**config.mk**
```make
export PLATFORM = sky130hd
export DESIGN_NAME = sector_erase_timer
export DESIGN_NICKNAME = d
export VERILOG_FILES = /design/src/rtl/se_pkg.sv /design/src/rtl/se_strobe_filter.sv /design/src/rtl/se_cycle_timer.sv /design/src/rtl/se_sector_set.sv /design/src/rtl/sector_erase_timer.sv
export SDC_FILE = /design/constraint.sdc
export NUM_CORES = 1
export LEC_CHECK = 0
export ABC_AREA = 1
export BUFFER_PORTS_ARGS = -buffer_cell sky130_fd_sc_hd__buf_2
export CORE_AREA = 4 4 127 129
export CTS_CLUSTER_SIZE = 8
export DETAILED_ROUTE_END_ITERATION = 10
export DIE_AREA = 0 0 131 133
export MAX_ROUTING_LAYER = met4
export PLACE_DENSITY = 0.53
export SYNTH_ARGS = -nofsm -noshare
export SYNTH_HDL_FRONTEND = slang
export SYNTH_SLANG_ARGS = --single-unit
```
**constraint.sdc**
```tcl
create_clock -name clk -period 2.72 [get_ports clk]
set_input_delay 0.136 -clock clk [delete_from_list [all_inputs] [get_ports clk]]
set_output_delay 0.136 -clock clk [all_outputs]
set_load 0.01 [all_outputs]
```
**src/rtl/se_pkg.sv**
```systemverilog
package se_pkg;
    localparam int CMD_AW = 11;

    localparam logic [CMD_AW-1:0] ADR_A = 11'h555;
    localparam logic [CMD_AW-1:0] ADR_B = 11'h2AA;

    localparam logic [7:0] CMD_UNL_A = 8'hAA;
    localparam logic [7:0] CMD_UNL_B = 8'h55;
    localparam logic [7:0] CMD_SETUP = 8'h80;
    localparam logic [7:0] CMD_SECT  = 8'h30;

    typedef enum logic [2:0] {
        ST_READ,
        ST_UNL1,
        ST_UNL2,
        ST_SETUP,
        ST_UNL4,
        ST_UNL5,
        ST_WINDOW,
        ST_BUSY
    } se_state_t;
endpackage

```
**src/rtl/se_strobe_filter.sv**
```systemverilog
module se_strobe_filter #(
    parameter int MIN_W = 3,
    parameter int AW    = 15
) (
    input  logic          clk,
    input  logic          rst_n,
    input  logic          ce_n,
    input  logic          we_n,
    input  logic          oe_n,
    input  logic [AW-1:0] addr,
    input  logic [7:0]    din,
    output logic          wr_pls,
    output logic [AW-1:0] wr_addr,
    output logic [7:0]    wr_data
);
    localparam int CW = $clog2(MIN_W + 1);

    logic          qual;
    logic [CW-1:0] cnt;
    logic          hit;

    assign qual = ~ce_n & ~we_n & oe_n;
    assign hit  = qual && (cnt == CW'(MIN_W - 1));

    always_ff @(posedge clk or negedge rst_n) begin
        if (!rst_n) begin
            cnt     <= '0;
            wr_pls  <= 1'b0;
            wr_addr <= '0;
            wr_data <= '0;
        end else begin
            if (!qual)
                cnt <= '0;
            else if (cnt != CW'(MIN_W))
                cnt <= cnt + 1'b1;
            wr_pls <= hit;
            if (hit) begin
                wr_addr <= addr;
                wr_data <= din;
            end
        end
    end

    assert_pulse_qualified_R2: assert property (@(posedge clk) disable iff (!rst_n)
        wr_pls |-> $past(qual));

    assert_single_pulse_R3: assert property (@(posedge clk) disable iff (!rst_n)
        wr_pls |=> !wr_pls);
endmodule

```
**src/rtl/se_cycle_timer.sv**
```systemverilog
module se_cycle_timer #(
    parameter int LEN = 16
) (
    input  logic clk,
    input  logic rst_n,
    input  logic start,
    output logic done
);
    localparam int CW = $clog2(LEN + 1);

    logic [CW-1:0] cnt;
    logic          run;

    always_ff @(posedge clk or negedge rst_n) begin
        if (!rst_n) begin
            cnt  <= '0;
            run  <= 1'b0;
            done <= 1'b0;
        end else begin
            done <= 1'b0;
            if (start) begin
                run <= 1'b1;
                cnt <= '0;
            end else if (run) begin
                if (cnt == CW'(LEN - 1)) begin
                    run  <= 1'b0;
                    done <= 1'b1;
                end else begin
                    cnt <= cnt + 1'b1;
                end
            end
        end
    end

    assert_done_after_run_R6: assert property (@(posedge clk) disable iff (!rst_n)
        done |-> $past(run));
endmodule

```
**src/rtl/se_sector_set.sv**
```systemverilog
module se_sector_set #(
    parameter int NSECT = 16
) (
    input  logic                     clk,
    input  logic                     rst_n,
    input  logic                     add,
    input  logic [$clog2(NSECT)-1:0] idx,
    input  logic                     commit,
    output logic [NSECT-1:0]         set_q,
    output logic [NSECT-1:0]         erased_map
);
    localparam int IW = $clog2(NSECT);

    for (genvar i = 0; i < NSECT; i++) begin : g_bit
        always_ff @(posedge clk or negedge rst_n) begin
            if (!rst_n) begin
                set_q[i]      <= 1'b0;
                erased_map[i] <= 1'b0;
            end else if (commit) begin
                erased_map[i] <= set_q[i];
                set_q[i]      <= 1'b0;
            end else if (add && (idx == IW'(i))) begin
                set_q[i] <= 1'b1;
            end
        end
    end
endmodule

```
**src/rtl/sector_erase_timer.sv**
```systemverilog
module sector_erase_timer
    import se_pkg::*;
#(
    parameter int SECT_BITS = 4,
    parameter int MIN_W     = 3,
    parameter int WIN_CYC   = 50,
    parameter int BUSY_CYC  = 80
) (
    input  logic                        clk,
    input  logic                        rst_n,
    input  logic                        ce_n,
    input  logic                        we_n,
    input  logic                        oe_n,
    input  logic [CMD_AW+SECT_BITS-1:0] addr,
    input  logic [7:0]                  din,
    output logic [7:0]                  dout,
    output logic [(1<<SECT_BITS)-1:0]   erased_map
);
    localparam int AW    = CMD_AW + SECT_BITS;
    localparam int NSECT = 1 << SECT_BITS;

    se_state_t          state, state_n;
    logic               wr_pls;
    logic [AW-1:0]      wr_addr;
    logic [7:0]         wr_data;
    logic [CMD_AW-1:0]  lo;
    logic [SECT_BITS-1:0] sect;
    logic               add_sect, win_start, busy_start, commit;
    logic               win_done, busy_done;
    logic [NSECT-1:0]   sect_set;
    logic               rd_now, rd_d, rd_start, active, q6;

    se_strobe_filter #(.MIN_W(MIN_W), .AW(AW)) u_filt (
        .clk(clk), .rst_n(rst_n), .ce_n(ce_n), .we_n(we_n), .oe_n(oe_n),
        .addr(addr), .din(din),
        .wr_pls(wr_pls), .wr_addr(wr_addr), .wr_data(wr_data)
    );

    se_cycle_timer #(.LEN(WIN_CYC)) u_win (
        .clk(clk), .rst_n(rst_n), .start(win_start), .done(win_done)
    );

    se_cycle_timer #(.LEN(BUSY_CYC)) u_busy (
        .clk(clk), .rst_n(rst_n), .start(busy_start), .done(busy_done)
    );

    se_sector_set #(.NSECT(NSECT)) u_set (
        .clk(clk), .rst_n(rst_n), .add(add_sect), .idx(sect),
        .commit(commit), .set_q(sect_set), .erased_map(erased_map)
    );

    assign lo   = wr_addr[CMD_AW-1:0];
    assign sect = wr_addr[AW-1:CMD_AW];

    // state register
    always_ff @(posedge clk or negedge rst_n) begin
        if (!rst_n)
            state <= ST_READ;
        else
            state <= state_n;
    end

    // next state and sequencing strobes
    always_comb begin
        state_n    = state;
        add_sect   = 1'b0;
        win_start  = 1'b0;
        busy_start = 1'b0;
        commit     = 1'b0;
        unique case (state)
            ST_READ:
                if (wr_pls)
                    state_n = (wr_data == CMD_UNL_A && lo == ADR_A) ? ST_UNL1 : ST_READ;
            ST_UNL1:
                if (wr_pls)
                    state_n = (wr_data == CMD_UNL_B && lo == ADR_B) ? ST_UNL2 : ST_READ;
            ST_UNL2:
                if (wr_pls)
                    state_n = (wr_data == CMD_SETUP && lo == ADR_A) ? ST_SETUP : ST_READ;
            ST_SETUP:
                if (wr_pls)
                    state_n = (wr_data == CMD_UNL_A && lo == ADR_A) ? ST_UNL4 : ST_READ;
            ST_UNL4:
                if (wr_pls)
                    state_n = (wr_data == CMD_UNL_B && lo == ADR_B) ? ST_UNL5 : ST_READ;
            ST_UNL5:
                if (wr_pls) begin
                    if (wr_data == CMD_SECT) begin
                        state_n   = ST_WINDOW;
                        add_sect  = 1'b1;
                        win_start = 1'b1;
                    end else begin
                        state_n = ST_READ;
                    end
                end
            ST_WINDOW:
                if (win_done) begin
                    state_n    = ST_BUSY;
                    busy_start = 1'b1;
                end else if (wr_pls && wr_data == CMD_SECT) begin
                    add_sect  = 1'b1;
                    win_start = 1'b1;
                end
            ST_BUSY:
                if (busy_done) begin
                    state_n = ST_READ;
                    commit  = 1'b1;
                end
            default:
                state_n = ST_READ;
        endcase
    end

    // status outputs
    assign rd_now = ~ce_n & ~oe_n & we_n;
    assign rd_start = rd_now & ~rd_d;
    assign active = (state == ST_WINDOW) || (state == ST_BUSY);

    always_ff @(posedge clk or negedge rst_n) begin
        if (!rst_n) begin
            rd_d <= 1'b0;
            q6   <= 1'b0;
        end else begin
            rd_d <= rd_now;
            if (rd_start && active)
                q6 <= ~q6;
        end
    end

    assign dout = {~active, q6, 2'b00, (state == ST_BUSY), 3'b000};

    assert_q3_rise_after_window_R6: assert property (@(posedge clk) disable iff (!rst_n)
        $rose(dout[3]) |-> $past(win_done));

    assert_busy_freezes_set_R6: assert property (@(posedge clk) disable iff (!rst_n)
        (state == ST_BUSY && !busy_done) |=> $stable(sect_set));

    assert_map_only_at_end_R8: assert property (@(posedge clk) disable iff (!rst_n)
        !$stable(erased_map) |-> $past(state) == ST_BUSY);

    assert_q6_still_in_read_R7: assert property (@(posedge clk) disable iff (!rst_n)
        ($past(state) == ST_READ && state == ST_READ) |-> $stable(dout[6]));
endmodule

```
==> metrics.md <==
| Metric | Value |
|---|---|
| Layout cells sized above 1 | 15.1% |
| Clock Power Share | 45.1% |
| Cells after Synth | 477 |
| Worst-path maximum fanout | 39 |
| Post-Synth XOR/XNOR Area | 2.05% |
| Die Span X | 131 um |
| NumNets Final | 566 |
| Setup crit start kind | input pin |
| Highest clock rate | 579 MHz |
| Worst slew pin tran | 0.987 ns |
| Post-synthesis simple-gate area fraction | 28.4% |
| FF+latch count, synth | 80 |
| Die area | 17,400 um^2 |
| Top Ports | 52 |
| Mapped cell area | 3840 um^2 |
| Worst R2R Setup Slack | 1.09 ns |
| Yosys warnings | 0 |
| Synth area leaders | dfrtp_1, nand2_1, inv_1, nor2_1, o21ai_0 |
| CTS tree | yes |
| DR WL/cell | 10.8 um |
| Clock Pin Slew Worst Setup and Hold Paths | 0.06 ns |
| Post-CTS resize count | 0 |
| DIE HEIGHT | 133 um |
| Net Sw Power | 0.586 mW |
| Finish-stage setup viols | 0 |
| CP dominant cell by count | nand2_1 |
| Final Wtd Congestion | 0.807 |
| Routed wire length | 7.87 mm |
| Max Clock Skew | 0.00824 ns |
| Max-cap check violation count | 0 |
| Lkg Pwr | 2.37 nW |
| Worst EP arrival | 1.98 ns |
| H-Tree Depth | 3 |
| Cell area after placement | 4230 um^2 |
| Post-synth ARST share | 100% |
| Most numerous cell in the Yosys netlist | nand2_1 |
| DRC errors left | 0 |
| Sequential area share after synthesis | 52.2% |
| Detailed Route Iter0 Violations | 140 |
| Row count | 45 |
| Period utilisation layout | 63.5% |
| Mux share of post-synthesis cell area | 0% |
| Cts bufs inserted | 9 |
| CORE AREA | 15,000 um^2 |
| Num Clock Sinks | 80 |
| Crit Path Category | input pin to register |
| Largest area contributor in the netlist | dfrtp_1 |
| Synth Area in Compound Gates | 7.17% |
| Clock buffer depth | 2 |
| Mapped Avg Cell Area | 8.05 um^2 |
| Grt total ovfl | 0 |
| R2R Path End | u_set.set_q[2]$_DFFE_PN0P_ |
| Vias post-DR | 3,035 |
| Ant. Diodes | 0 |
| Normalized max-slew margin | 34.2% |
| Main combinational cell family by area after synthesis | simple AND/OR/NAND/NOR gates |
| Largest stage delay, worst path | 0.53 ns |
| RSZ-0062 raised after global routing | no |
| Vias/cell | 4.18 |
| PwrDens | 542 nW/um^2 |
| Post-synth EDFFs | 0 |
| Clock latency on the worst-skew pair | 0.34 ns |
| Final Hold Vio Count | 74 |
| Post-synth top area share | 52.2% |
| Total GRT Usage | 10.2% |
| Logic pwr share | 5.3% |
| Initial antenna violation count | 0 |
| R2r startpoint | u_filt.wr_data[0]$_DFFE_PN0P_ |
| Adder-Cell Fraction of Synth Area | 1.63% |
| Hold slack | -0.0331 ns |
| Input/output buffers | 46 |
| Switch share | 23.5% |
| Internal | 1.91 mW |
| Status | finished, violations left |
| Place WS | 1.10 ns |
| FF/Latch Area | 2000 um^2 |
| Setup WS post-layout | 0.992 ns |
| Largest net degree at the start of global routing | 81 |
| Min-Delay Path Class | input pin to asynchronous set/reset pin |
| Root Driver | clkbuf_16 |
| Worst r2r path cells | 7 |
| Min cycle time layout | 1.73 ns |
| Synth-to-Final Area Change | 19.9% |
| Post-DRT Antenna Nets | 0 |
| Slew Viols, Final | 0 |
| Cell variety after synth | 28 |
| Failing checks | negative hold slack |
| Drt first pass iters | 5 |
| Initial Util | 25.5% |
| CP cell instances | dlygate4sd3_1 > buf_2 > nor3_2 > nand2_1 > inv_2 > nand2_1 > o21ai_0 |
| Detail Placement HPWL | 5.63 mm |
| Most frequent cells after synthesis | nand2_1, dfrtp_1, inv_1, nor2_1, o21ai_0 |
| CP Data Required Time | 2.97 ns |
| Design area | 4600 um^2 |
| Fillcell total | 1,598 |
| Peak VDD IR | 0.257 mV |
| CP max-delay cell | dlygate4sd3_1 |
| Sequential power share | 49.6% |
| Top_reg_cell synth | dfrtp_1 |
| First-pass GRT wire length | 13.9 mm |
| CP Capture Type | register |
| Multi-input logic area | 1530 um^2 |
| Fin Setup TNS | 0 ns |
| Vias in the first global route | 3,058 |
-- power by group through the flow --
| stage | sequential [mW] | clock [mW] | combinational, mW |
|---|---|---|---|
| global route | 1.24 | 1.22 | 0.158 |
| CTS | 1.24 | 1.16 | 0.137 |
| finish | 1.24 | 1.12 | 0.132 |
| detailed placement | 1.26 | 0 | 0.127 |
| global placement | 1.26 | 0 | 0.126 |
| floorplan | 1.26 | 0 | 0.0717 |
-- state kept, by name, indices dropped and copies added (netlist names), 2 cells and up --
register / count
u_filt.wr_data: 8
u_filt.wr_addr: 15
state: 3
u_set.set_q: 16
u_filt.cnt: 2
u_win.cnt: 6
u_set.erased_map: 16
u_busy.cnt: 7
-- final cells by class --
class | instances | area share, %
flip-flops and latches | 80 | 43.5
multi-input cells | 326 | 33.1
repair buffers | 56 | 7.18
clock buffers | 10 | 5.19
well taps | 188 | 5.11
inverters | 60 | 4.89
clock inverters | 6 | 0.979
-- worst max-delay path by stage --
stage                                       start                       endpoint  slack, ns  cells after the start
CTS                                          ce_n  u_filt.wr_data[7]$_DFFE_PN0P_       0.95                      7
detailed placement  u_filt.wr_data[0]$_DFFE_PN0P_     u_set.set_q[0]$_DFFE_PN0P_       1.10                      7
global placement        u_busy.cnt[1]$_DFFE_PN0P_      u_busy.cnt[2]$_DFFE_PN0P_       1.11                      7
finish                                       ce_n  u_filt.wr_data[7]$_DFFE_PN0P_       0.99                      7
global route                                 ce_n  u_filt.wr_addr[0]$_DFFE_PN0P_       0.77                      6
floorplan               u_busy.cnt[0]$_DFFE_PN0P_      u_busy.cnt[2]$_DFFE_PN0P_       1.32                      7
-- layout by cell type (no fill, tap or decap), types with 6 or more instances in the layout --
cell type      instances
nand2_1              151
dfrtp_1               80
inv_1                 56
nor2_1                47
buf_2                 45
o21ai_0               32
nand3_1               25
nand4_1               10
nor3_1                 9
clkbuf_16              9
dlygate4sd3_1          9
o21a_1                 8
xor2_1                 7
nor2_2                 6
-- critical path: cells and delay by family --
| kind | cells | cell delay, ns |
|---|---|---|
| compound gates | 1 | 0.11 |
| simple gates | 3 | 0.58 |
| buf+inv | 3 | 1.16 |
-- layer usage --
layer | vias to the layer above | part of all wire (%) | GRT usage, % | wire (um)
met1 | 1370 | 48 | 12.8 | 3820
met4 | 0 | 0.81 | 3.26 | 64
met2 | 64 | 46 | 15.5 | 3600
li1 | 1597 | - | - | -
met5 | - | 0 | - | 0
met3 | 4 | 5.0 | 3.55 | 391
-- kinds of logic after synthesis --
family,after synthesis
AND/OR/NAND/NOR,257
other,1
flip-flops,80
AO/OA/AOI/OAI,50
XOR/XNOR,9
buffers and inverters,75
adder cells (fa/ha/maj),5
-- per-stage QoR --
stage	util (%)	instances	power, mW
final	30.6	726	2.50
after CTS	30.6	726	2.54
after floorplan	-	481	1.33
after global routing	30.6	726	2.62
after detailed placement	28.1	701	1.39
after global placement	28.1	701	1.38
-- repair_timing --
| action | 4_1_cts | 5_1_grt |
|---|---|---|
| setup endpoints to repair | 0 | 0 |
| buffers inserted | 0 | 0 |
| hold buffers | 9 | 0 |
| hold endpoints to repair | 9 | 0 |
Power figures use the tool's default switching activity.
